[config.mk]
export PLATFORM = sky130hd
export DESIGN_NAME = pll_lock_track_det
export DESIGN_NICKNAME = d
export VERILOG_FILES = /design/src/rtl/pltd_pkg.sv /design/src/rtl/pltd_window.sv /design/src/rtl/pltd_hyst.sv /design/src/rtl/pltd_irq.sv /design/src/rtl/pll_lock_track_det.sv
export SDC_FILE = /design/constraint.sdc
export NUM_CORES = 1
export LEC_CHECK = 0
export ABC_AREA = 1
export BUFFER_PORTS_ARGS = -buffer_cell sky130_fd_sc_hd__buf_2
export CAP_MARGIN = 0
export CORE_ASPECT_RATIO = 0.6
export CORE_UTILIZATION = 35
export DETAILED_ROUTE_END_ITERATION = 12
export MAX_ROUTING_LAYER = met4
export SLEW_MARGIN = 20
export SYNTH_ARGS = -nofsm -noshare
export SYNTH_HDL_FRONTEND = slang
export SYNTH_SLANG_ARGS = --single-unit
[constraint.sdc]
create_clock -name clk -period 3.01 [get_ports clk]
set_clock_uncertainty 0.2 [all_clocks]
set_input_delay 0.1505 -clock clk [delete_from_list [all_inputs] [get_ports clk]]
set_output_delay 0.1505 -clock clk [all_outputs]
set_load 0.01 [all_outputs]
[src/rtl/pltd_pkg.sv]
package pltd_pkg;

   typedef enum logic {
      FILT_TRACK = 1'b0,
      FILT_ACQ   = 1'b1
   } pltd_filt_e;

   function automatic int pltd_cnt_bits(input int max_val);
      return (max_val < 2) ? 1 : $clog2(max_val + 1);
   endfunction

endpackage

[src/rtl/pltd_window.sv]
module pltd_window #(
   parameter int WIN_LEN = 32,
   parameter int CNT_W   = 6
) (
   input  logic             clk,
   input  logic             rst_n,
   input  logic             run,
   input  logic             tick,
   output logic             done,
   output logic [CNT_W-1:0] count
);
   localparam int WC_W = (WIN_LEN > 1) ? $clog2(WIN_LEN) : 1;

   logic             last;
   logic [CNT_W-1:0] acc;

   if (CNT_W < pltd_pkg::pltd_cnt_bits(WIN_LEN)) begin : g_bad_cnt_w
      $error("CNT_W too small for WIN_LEN");
   end

   if (WIN_LEN == 1) begin : g_single
      assign last = 1'b1;
   end else begin : g_multi
      logic [WC_W-1:0] win_cnt;
      assign last = (win_cnt == WC_W'(WIN_LEN - 1));
      always_ff @(posedge clk or negedge rst_n) begin
         if (!rst_n)        win_cnt <= '0;
         else if (!run)     win_cnt <= '0;
         else if (last)     win_cnt <= '0;
         else               win_cnt <= win_cnt + 1'b1;
      end


      window_gap_chk: assert property (@(posedge clk) disable iff (!rst_n)
         done |=> !done);
   end

   always_ff @(posedge clk or negedge rst_n) begin
      if (!rst_n) begin
         acc   <= '0;
         count <= '0;
         done  <= 1'b0;
      end else if (!run) begin
         acc   <= '0;
         done  <= 1'b0;
      end else if (last) begin
         count <= acc + CNT_W'(tick);
         acc   <= '0;
         done  <= 1'b1;
      end else begin
         acc   <= acc + CNT_W'(tick);
         done  <= 1'b0;
      end
   end

endmodule

[src/rtl/pltd_hyst.sv]
module pltd_hyst #(
   parameter int CNT_W = 6,
   parameter int ENTER = 2,
   parameter int EXIT  = 5
) (
   input  logic             clk,
   input  logic             rst_n,
   input  logic             en,
   input  logic             upd,
   input  logic [CNT_W-1:0] err,
   output logic             state,
   output logic             toggle
);
   localparam logic [CNT_W-1:0] ENTER_V = ENTER[CNT_W-1:0];
   localparam logic [CNT_W-1:0] EXIT_V  = EXIT[CNT_W-1:0];

   logic state_nx;

   if (ENTER >= EXIT) begin : g_bad_band
      $error("enter tolerance must be below exit tolerance");
   end
   if (EXIT >= (1 << CNT_W)) begin : g_bad_exit
      $error("exit tolerance does not fit CNT_W");
   end

   always_comb begin
      if (!en)       state_nx = 1'b0;
      else if (upd)  state_nx = state ? (err <= EXIT_V) : (err <= ENTER_V);
      else           state_nx = state;
   end

   assign toggle = (state_nx != state);

   always_ff @(posedge clk or negedge rst_n) begin
      if (!rst_n) state <= 1'b0;
      else        state <= state_nx;
   end


   enter_band_chk: assert property (@(posedge clk) disable iff (!rst_n)
      $rose(state) |-> $past(err <= ENTER_V));


   exit_band_chk: assert property (@(posedge clk) disable iff (!rst_n)
      ($fell(state) && $past(en)) |-> $past(err > EXIT_V));


   hold_between_chk: assert property (@(posedge clk) disable iff (!rst_n)
      (en && !upd) |=> $stable(state));


   off_clear_chk: assert property (@(posedge clk) disable iff (!rst_n)
      !en |=> !state);

endmodule

[src/rtl/pltd_irq.sv]
module pltd_irq (
   input  logic clk,
   input  logic rst_n,
   input  logic ie,
   input  logic chg,
   input  logic clr,
   output logic irq
);

   always_ff @(posedge clk or negedge rst_n) begin
      if (!rst_n) irq <= 1'b0;
      else        irq <= (irq & ~clr) | (ie & chg);
   end


   irq_sticky_chk: assert property (@(posedge clk) disable iff (!rst_n)
      (irq && !clr) |=> irq);


   set_wins_chk: assert property (@(posedge clk) disable iff (!rst_n)
      (ie && chg) |=> irq);


   irq_cause_chk: assert property (@(posedge clk) disable iff (!rst_n)
      $rose(irq) |-> $past(ie && chg));

endmodule

[src/rtl/pll_lock_track_det.sv]
module pll_lock_track_det #(
   parameter int WIN_LEN   = 32,
   parameter int CNT_W     = 6,
   parameter int TRK_ENTER = 2,
   parameter int TRK_EXIT  = 5,
   parameter int LCK_ENTER = 1,
   parameter int LCK_EXIT  = 3
) (
   input  logic             clk,
   input  logic             rst_n,
   input  logic             pll_on,
   input  logic             osc_tick,
   input  logic [CNT_W-1:0] target,
   input  logic             auto_mode,
   input  logic             acq_sel,
   input  logic             lock_ie,
   input  logic             irq_clr,
   output logic             filt_acq,
   output logic             track,
   output logic             lock,
   output logic             irq,
   output logic             pll_safe
);
   import pltd_pkg::*;

   localparam int N_CMP = 2;
   localparam int IDX_TRK = 0;
   localparam int IDX_LCK = 1;

   logic             win_done;
   logic [CNT_W-1:0] win_count;
   logic [CNT_W-1:0] err;
   logic [N_CMP-1:0] cmp_state;
   logic [N_CMP-1:0] cmp_toggle;
   pltd_filt_e       filt_mode;

   pltd_window #(.WIN_LEN(WIN_LEN), .CNT_W(CNT_W)) u_window (
      .clk   (clk),
      .rst_n (rst_n),
      .run   (pll_on),
      .tick  (osc_tick),
      .done  (win_done),
      .count (win_count)
   );

   assign err = (win_count >= target) ? (win_count - target) : (target - win_count);

   for (genvar g = 0; g < N_CMP; g++) begin : g_cmp
      pltd_hyst #(
         .CNT_W (CNT_W),
         .ENTER ((g == IDX_TRK) ? TRK_ENTER : LCK_ENTER),
         .EXIT  ((g == IDX_TRK) ? TRK_EXIT  : LCK_EXIT)
      ) u_hyst (
         .clk    (clk),
         .rst_n  (rst_n),
         .en     (pll_on),
         .upd    (win_done),
         .err    (err),
         .state  (cmp_state[g]),
         .toggle (cmp_toggle[g])
      );
   end

   always_comb begin
      if (!rst_n || !pll_on)  filt_mode = FILT_ACQ;
      else if (auto_mode)     filt_mode = cmp_state[IDX_TRK] ? FILT_TRACK : FILT_ACQ;
      else                    filt_mode = acq_sel ? FILT_ACQ : FILT_TRACK;
   end

   assign filt_acq = (filt_mode == FILT_ACQ);
   assign track    = cmp_state[IDX_TRK] & ~filt_acq;
   assign lock     = cmp_state[IDX_LCK];
   assign pll_safe = lock;

   pltd_irq u_irq (
      .clk   (clk),
      .rst_n (rst_n),
      .ie    (lock_ie),
      .chg   (cmp_toggle[IDX_LCK]),
      .clr   (irq_clr),
      .irq   (irq)
   );


   auto_mode_chk: assert property (@(posedge clk) disable iff (!rst_n)
      (auto_mode && pll_on) |-> (filt_acq == !track));


   manual_acq_chk: assert property (@(posedge clk) disable iff (!rst_n)
      (!auto_mode && pll_on && acq_sel) |-> (filt_acq && !track));


   off_state_chk: assert property (@(posedge clk) disable iff (!rst_n)
      !pll_on |-> filt_acq);

endmodule

# Word-level counts from Yosys, hierarchy flattened

Index checks and enable logic that the tools add are counted.

Register bits: 21
Input port bits: 14
Output and inout port bits: 5
Word-level logic and storage cells: 46

Add/sub/neg operators: 4
$lt $le $gt $ge: 5
Equal/unequal tests: 3
Muxes and demuxes: 17
Bitwise gates (word level): 6
Reductions and logical operators: 4

Operators with widths:

| kind                                                                             | count |
|---|---|
| 6-bit 2-to-1 mux                                                                 | 3 |
| 6-bit by 2-bit less-or-equal comparator with 1-bit output, second input constant | 2 |
| 1-bit 2-to-1 mux                                                                 | 12 |
| 6-bit subtractor                                                                 | 2 |
| 5-bit 2-to-1 mux                                                                 | 2 |
| 6-bit by 1-bit adder with 6-bit output                                           | 1 |
| 6-bit >= comparator                                                              | 1 |
| 6-bit by 1-bit less-or-equal comparator with 1-bit output, second input constant | 1 |
| 6-bit by 3-bit less-or-equal comparator with 1-bit output, second input constant | 1 |
| 5-bit by 1-bit adder with 5-bit output, second input constant                    | 1 |
| 5-bit == test, second input constant                                             | 1 |
| 1-bit AND                                                                        | 3 |
| 1-bit logical NOT                                                                | 2 |
| 2-bit by 1-bit != test with 1-bit output, second input constant                  | 1 |
| 1-bit inverter                                                                   | 2 |
| 2-bit AND reduction                                                              | 1 |
| 1-bit logical OR                                                                 | 1 |
| 1-bit != test                                                                    | 1 |
| 1-bit bitwise OR                                                                 | 1 |

# Longest topological paths before layout

Gate-level depths: netlist of run 1.

Word-level depth: 9
Mapped depth: 18
Depth with buffers taken out: 18

# Cells and area by module

From an unflattened synthesis of run 1, not the netlist that was laid out.

Cell total of the unflattened synthesis: 227
Area total of the unflattened synthesis: 1652.8 um^2

By module, submodules not included:

| module                      | times used | cells an instance | area an instance (um^2) | sequential area each (um^2) |
|---|---|---|---|---|
| pltd_window                 | 1          | 81                | 782.0                   | 450.4 |
| pll_lock_track_det          | 1          | 108               | 649.4                   | 0.0 |
| pltd_hyst (g_cmp[0].u_hyst) | 1          | 18                | 97.6                    | 25.0 |
| pltd_hyst (g_cmp[1].u_hyst) | 1          | 15                | 83.8                    | 25.0 |
| pltd_irq                    | 1          | 5                 | 40.0                    | 25.0 |

# Worst setup path before layout of run 1

OpenSTA, ideal clock, no wires.

Kind: register to register
Start: reg u_window.count[0]
End: reg u_irq.irq
Setup time: 0.117 ns
Data arrival time: 1.910 ns
Data required time: 2.693 ns
Setup slack: 0.782 ns
Cell stages (with the launch flop): 17
Buffers on the path: 0
Period minus slack after synthesis: 2.228 ns
Cell sequence: dfrtp_1 inv_1 ha_1 inv_1 fa_1 inv_1 nand2_1 nand3_1 nand3_2 nand2_1 nand2_2 nor2_2 nand3_2 nand2_2 nand3_1 nand3_1 nand2_1

Longest elaborated chain between the ends: 9
Elaborated cells between the ends (all ways): 12
Classes of those cells: 2 x add/sub; 3 x order compare; 1 x eq/ne; 4 x mux; 2 x bitwise

RTL lines:

| element                                                                                                                                | line                     | text |
|---|---|---|
| from (decl)                                                                                                                            | pltd_window.sv:10        | `output logic [CNT_W-1:0] count` |
| from (signal assigned)                                                                                                                 | pltd_window.sv:47        | `count <= acc + CNT_W'(tick);` |
| 6-bit subtractor or 6-bit >= comparator (tied branches)                                                                                | pll_lock_track_det.sv:46 | `assign err = (win_count >= target) ? (win_count - target) : (target - win_count);` |
| 6-bit 2-to-1 mux (*)                                                                                                                   | pll_lock_track_det.sv:46 |  |
| 6-bit by 1-bit less-or-equal comparator with 1-bit output or 6-bit by 2-bit less-or-equal comparator with 1-bit output (tied branches) | pltd_hyst.sv:28          | `else if (upd) state_nx = state ? (err <= EXIT_V) : (err <= ENTER_V);` |
| 1-bit 2-to-1 mux (*) (2 in series)                                                                                                     | pltd_hyst.sv:28          |  |
| 1-bit 2-to-1 mux (*)                                                                                                                   | pltd_hyst.sv:27          | `if (!en) state_nx = 1'b0;` |
| 1-bit != test (*)                                                                                                                      | pltd_hyst.sv:32          | `assign toggle = (state_nx != state);` |
| 1-bit AND (*)                                                                                                                          | pltd_irq.sv:12           | `else irq <= (irq & ~clr) \| (ie & chg);` |
| 1-bit bitwise OR (*)                                                                                                                   | pltd_irq.sv:12           |  |
| to (signal assigned)                                                                                                                   | pltd_irq.sv:12           |  |
| to (decl)                                                                                                                              | pltd_irq.sv:7            | `output logic irq` |

Every way passes the cells marked *; elsewhere a longest branch is shown, timed or not.
A chain may end at the register's enable or synchronous reset.

# Worst setup path in the final report of run 1

Same ends and word-level chain as after synthesis.

==> out/qor.yml, run 1 <==
antenna_found_initial: 0
hold_class: "in -> reg"
drv_cap: 0
cp-start-kind: "register"
dieArea_um2: 4880
synthToLayoutAreaGrowth_pct: 16.7
nets: 277
synth_ff_type: "dfrtp_1"
vias_per_cell: 4.44
cp.arrival_ns: 2.35
setup_viol: 0
synth_cells: 220
h-tree-depth: 1
crit_path_end_kind: "register"
rsz0062_at_grt: "false"
synth_top_cell_by_area: "dfrtp_1"
period_minus_slack_ns: 2.40
coreArea_um2: 4260
r2r_start: "u_window.count[0]$_DFFE_PN0P_"
hold_violations: 0
grt_overflow_total: 0
power.total_mw: 0.580
drc: 0
r2r_cells: 15
outcome: "finished clean"
portBuffers: 18
cts_buffer_depth: 2
slew_headroom_pct: 68.1
num_vias: 1355
die_height_um: 54.5
initial_core_util_pct: 37.8
ant_nets: 0
synth_common_cells: "nand2_1, inv_1, dfrtp_1"
clk-insertion-delay-late_ns: 0.26
core.rowCount: 18
cts.clk_slew.worst_paths_ns: 0.07
routed_wl_mm: 3.31
synth_area_um2: 1610
grt_usage_pct: 15.7
required_ns: 2.97
synthDominantCellAreaShare_pct: 32.7
die_x_um: 89.5
path_max_fanout: 6
synth-seq-cells: 21
worst_slew_pin_slew_ns: 0.478
ios: 19
critPathKind: "reg -> reg"
cts_num_sinks: 21
drt_iter0_drc: 67
syn_avg_cell_area_um2: 7.31
reg2reg_setup_slack_ns: 0.61
synth.yosys.warnings: 0
report.final.slew_viol_count: 0
postSynth.asyncResetShare_pct: 100
power_density_nw_per_um2: 309
grt_pass1_wl_mm: 5.41
design_area_um2: 1880
synth_edf_count: 0
detail_route.wl_per_cell_um: 10.9
place_hpwl_mm: 2.70
synth.area.top_cells: "dfrtp_1, nand2_1, ha_1"
startpoint: "u_window.count[0]$_DFFE_PN0P_"
crit_path_end: "u_irq.irq$_DFF_PN0_"
placed_area_um2: 1750
cts_tree: "done"
ys_seq_area_share_pct: 32.7
period_share_pct: 79.7
n_fill_cell: 439
synth.most_common_cell: "nand2_1"
worstReg2RegEnd: "u_irq.irq$_DFF_PN0_"
cts_root_buf: "clkbuf_8"
drive_above_1_share_pct: 22.0
max_freq_mhz: 417
dr.pass1.iters: 4
fin_util_pct: 44.1
synth.net_count: 251
ys_types: 27
gp_congestion: 0.854
tns_ns: 0
grt_max_degree: 23
diodes: 0
grt_pass1_vias: 1226
power_leakage_nw: 1.04
numCtsBuffers: 3
irDropWorstVdd_mv: 0.171
[how the worst min path moves through the flow]
stage	start	endpoint	slack (ns)	cells past startpoint
after floorplan	rst_n	g_cmp[0].u_hyst.state$_DFFE_PN0P_	-0.35	0
after global placement	rst_n	g_cmp[0].u_hyst.state$_DFFE_PN0P_	-0.06	1
after detailed placement	rst_n	g_cmp[0].u_hyst.state$_DFFE_PN0P_	-0.06	1
after CTS	osc_tick	u_window.acc[0]$_DFF_PN0_	0.08	4
after global routing	osc_tick	u_window.acc[0]$_DFF_PN0_	0.1	4
final	osc_tick	u_window.acc[0]$_DFF_PN0_	0.08	4
[where the power goes]
part | internal (mW) | total, mW | switching [mW]
logic | 0.0400 | 0.104 | 0.0645
clock network | 0.0942 | 0.184 | 0.0902
registers | 0.288 | 0.291 | 0.00366
[sequential cells by signal (all words and copies together), names as in the netlist]
signal                    cells
g_cmp.u_hyst.state            2
u_irq.irq                     1
u_window.acc                  6
u_window.count                6
u_window.done                 1
u_window.g_multi.win_cnt      5
[metal layers]
metal / global-route usage [%] / part of all wire [%]
met5: - / 0
met4: 2.38 / 0.21
met3: 4.07 / 4.4
met2: 21.2 / 34
met1: 23.3 / 61
[cells by family after synthesis]
kind of cell / Yosys count / share of synthesized area [%]
AOI/OAI and AO/OA: 21 / 7.94
adders and majority gates: 17 / 14.2
buffers and inverters: 47 / 11.7
and+or+nand+nor: 109 / 30.8
xor gates and xnor gates: 5 / 2.72
DFF: 21 / 32.7
[cell usage in the layout (no fill, tap or decap)]
master and instances:
ha_2 1, buf_2 18, inv_2 6, clkbuf_1 1
xnor2_1 2, o21ai_0 7, nor3b_1 1, and3b_1 1
dlygate4sd3_1 4, nor2_2 4, clkbuf_8 3, nand2_2 12
ha_1 14, dfrtp_1 21, fa_2 1, a21oi_2 1
buf_4 3, o21ai_1 3, nand2_1 54, nand3_1 13
nand3_2 2, a21oi_1 6, nand4_1 4, a21oi_4 1
nor2_1 16, o21a_1 1, inv_1 37, o211ai_1 2
xor2_1 3, nand3_4 1, or2_2 1, fa_1 1
[stage by stage]
stage	setup WS [ns]	std cells	hold slack, ns
global route	0.458	305	0.0973
global placement	0.673	294	-0.0565
floorplan	0.782	220	-0.345
detailed placement	0.577	294	-0.0599
CTS	0.0209	302	0.0790
finish	0.612	305	0.0766
[worst max-delay path, stage by stage (launching register included)]
cell and delay [ns]:
dfrtp_1 0.40, inv_1 0.06, ha_2 0.16, inv_2 0.05
fa_2 0.40, inv_2 0.07, nand2_2 0.06, nand3_2 0.09
nand3_4 0.10, buf_4 0.15, o211ai_1 0.22, a21oi_2 0.10
nand2_2 0.08, nand2_1 0.05, nand3_1 0.06, nand2_1 0.05
[cell type report]
cell class	instances	area (um^2)	area share (%)
sequential	21	526	28.0
tap	60	75.1	4.00
clock buffer	4	45.0	2.40
timing repair buffer	25	153	8.13
inverter	43	161	8.60
multi-input combinational	152	917	48.9
[what timing repair did]
item	CTS	global route
endpoints found under the hold margin	24	1
setup buffers	0	3
resized for setup	0	11
endpoints found under the setup margin	0	1
hold buffers	4	1
Note: power is estimated with default switching activity, not from simulation.
==> inputs of run 2 (changes only) <==
- clock period: 3.01 -> 2.4 ns (I/O delays scaled with it)
==> out/qor.yml, run 2 (synthesized netlist as in run 1, its figures left out) <==
outcome: "finished clean"  # unchanged
core.rowCount: 18  # unchanged
max_freq_mhz: 437  # was 417 MHz
power_leakage_nw: 1.03  # was 1.04 nW
period_share_pct: 95.3  # was 79.7%
worst_slew_pin_slew_ns: 0.498  # was 0.478 ns
ios: 19  # unchanged
cts.clk_slew.worst_paths_ns: 0.08  # was 0.07 ns
path_max_fanout: 7  # was 6
cp-start-kind: "register"  # unchanged
dr.pass1.iters: 4  # unchanged
setup_viol: 0  # unchanged
internal_power_mw: 0.529  # was 0.422 mW
clk-insertion-delay-late_ns: 0.26  # about the same
drive_above_1_share_pct: 22.2  # was 22.0%
hold_violations: 0  # unchanged
tns_ns: 0  # unchanged
period_minus_slack_ns: 2.29  # was 2.40 ns
n_fill_cell: 442  # was 439
grt_pass1_wl_mm: 5.20  # was 5.41 mm
drc: 0  # unchanged
multi_input_area_um2: 930  # was 917 um^2
grt_overflow_total: 0  # unchanged
vias_per_cell: 4.34  # was 4.44
cp.arrival_ns: 2.25  # was 2.35 ns
pwr-share-seq_pct: 50.1  # was 50.2%
grt_usage_pct: 15.4  # was 15.7%
power_density_nw_per_um2: 389  # was 309 nW/um^2
antenna_found_initial: 0  # unchanged
grt_pass1_vias: 1107  # was 1226
numCtsBuffers: 3  # unchanged
final_common_cell: "nand2_1"  # unchanged
required_ns: 2.36  # was 2.97 ns
power.total_mw: 0.729  # was 0.580 mW
drv_cap: 0  # unchanged
irDropWorstVdd_mv: 0.187  # was 0.171 mV
h-tree-depth: 1  # unchanged
die_x_um: 89.5  # unchanged
gp_congestion: 0.852  # was 0.854
cts_buffer_depth: 2  # unchanged
clockPowerShare_pct: 32.0  # was 31.8%
reg.largest.list: "u_window.acc: 6 flops, u_window.count: 6 flops, u_window.g_multi.win_cnt: 5 flops"  # unchanged
hold_class: "in -> reg"  # unchanged
crit_path_end_kind: "register"  # unchanged
report.final.slew_viol_count: 0  # unchanged
dieArea_um2: 4880  # unchanged
diodes: 0  # unchanged
grt_max_degree: 23  # unchanged
routed_wl_mm: 3.34  # was 3.31 mm
design_area_um2: 1870  # was 1880 um^2
switching_power_mw: 0.200  # was 0.158 mW
num_vias: 1314  # was 1355
ant_nets: 0  # unchanged
slew_headroom_pct: 66.8  # was 68.1%
critPathKind: "reg -> reg"  # unchanged
die_height_um: 54.5  # unchanged
cts_root_buf: "clkbuf_8"  # unchanged
detail_route.wl_per_cell_um: 11.0  # was 10.9 um
drt_iter0_drc: 66  # was 67
cts_tree: "done"  # unchanged
initial_core_util_pct: 37.8  # unchanged
nets: 275  # was 277
power.share.switching_pct: 27.5  # was 27.3%
regArea_um2: 526  # unchanged
place_hpwl_mm: 2.65  # was 2.70 mm
synthToLayoutAreaGrowth_pct: 16.6  # was 16.7%
cts_num_sinks: 21  # unchanged
hold_depth: 4  # unchanged
placed_area_um2: 1750  # about the same
combPwrFrac_pct: 18.0  # about the same
portBuffers: 18  # unchanged
layout_common_cells: "nand2_1, inv_1, dfrtp_1, buf_2, nor2_1"  # unchanged
r2r_cells: 16  # was 15
rsz0062_at_grt: "true"  # was false
coreArea_um2: 4260  # unchanged
## run 2: path summary, 6_finish.rpt
path / slack (ns) / start / endpoint
min in group asynchronous: 0.15 / rst_n / g_cmp[0].u_hyst.state$_DFFE_PN0P_
min reg2reg: 0.27 / u_window.g_multi.win_cnt[0]$_DFF_PN0_ / u_window.g_multi.win_cnt[0]$_DFF_PN0_
max: 0.11 / u_window.count[0]$_DFFE_PN0P_ / u_irq.irq$_DFF_PN0_
min: 0.04 / osc_tick / u_window.acc[0]$_DFF_PN0_
max reg2reg: 0.11 / u_window.count[0]$_DFFE_PN0P_ / u_irq.irq$_DFF_PN0_
max in group asynchronous: 1.51 / rst_n / u_window.count[4]$_DFFE_PN0P_
## run 2: worst max-delay path, stage by stage (launching register included)
cell     delay [ns]
dfrtp_1        0.38
inv_1          0.07
ha_2           0.17
inv_2          0.05
fa_2           0.35
inv_2          0.07
nand2_2        0.06
nand3_2        0.08
nand3_4        0.10
nand2_1        0.08
nand2_1        0.06
nor2_2         0.11
nand3_2        0.11
nand2_2        0.10
nand3_1        0.06
nand3_1        0.08
nand2_1        0.05
## run 2: layout make-up
type	count	area share, %
Timing Repair Buffer	23	7.34
Clock buffer	4	2.40
Tap cell	60	4.01
Multi-Input combinational cell	152	49.6
Inverter	43	8.61
Sequential cell	21	28.0
## run 2: routing by layer
metal  track usage [%]  part of all wire [%]  up-vias
li1                  -                     -      726
met1              23.9                    61      549
met2              19.1                    32       34
met3              4.07                   5.5        5
met4              3.17                  0.51        0
met5                 -                     0        -
## run 2: repair_timing
item | CTS | global route
setup buffers | 0 | 0
hold buffers | 4 | 0
setup endpoints to repair | 0 | 3
resized for setup | 0 | 13
endpoints found under the hold margin | 24 | 0
## run 2: stage by stage
step / util (%) / std cells / worst slack, ns / hold WS [ns]
after floorplan: - / 220 / 0.172 / -0.376
after global placement: 41.2 / 295 / 0.0864 / -0.0886
after detailed placement: 41.2 / 295 / 0.0114 / -0.0866
after CTS: 43.2 / 303 / 0.00311 / 0.0323
after global routing: 44.0 / 303 / -0.0674 / 0.0557
final: 44.0 / 303 / 0.113 / 0.0392
## run 2: power groups by stage
| stage | clock network [mW] | logic, mW | registers (mW) |
|---|---|---|---|
| CTS | 0.240 | 0.126 | 0.365 |
| detailed placement | 0 | 0.120 | 0.372 |
| finish | 0.233 | 0.131 | 0.365 |
| global route | 0.252 | 0.150 | 0.366 |
| floorplan | 0 | 0.0811 | 0.371 |
| global placement | 0 | 0.120 | 0.372 |
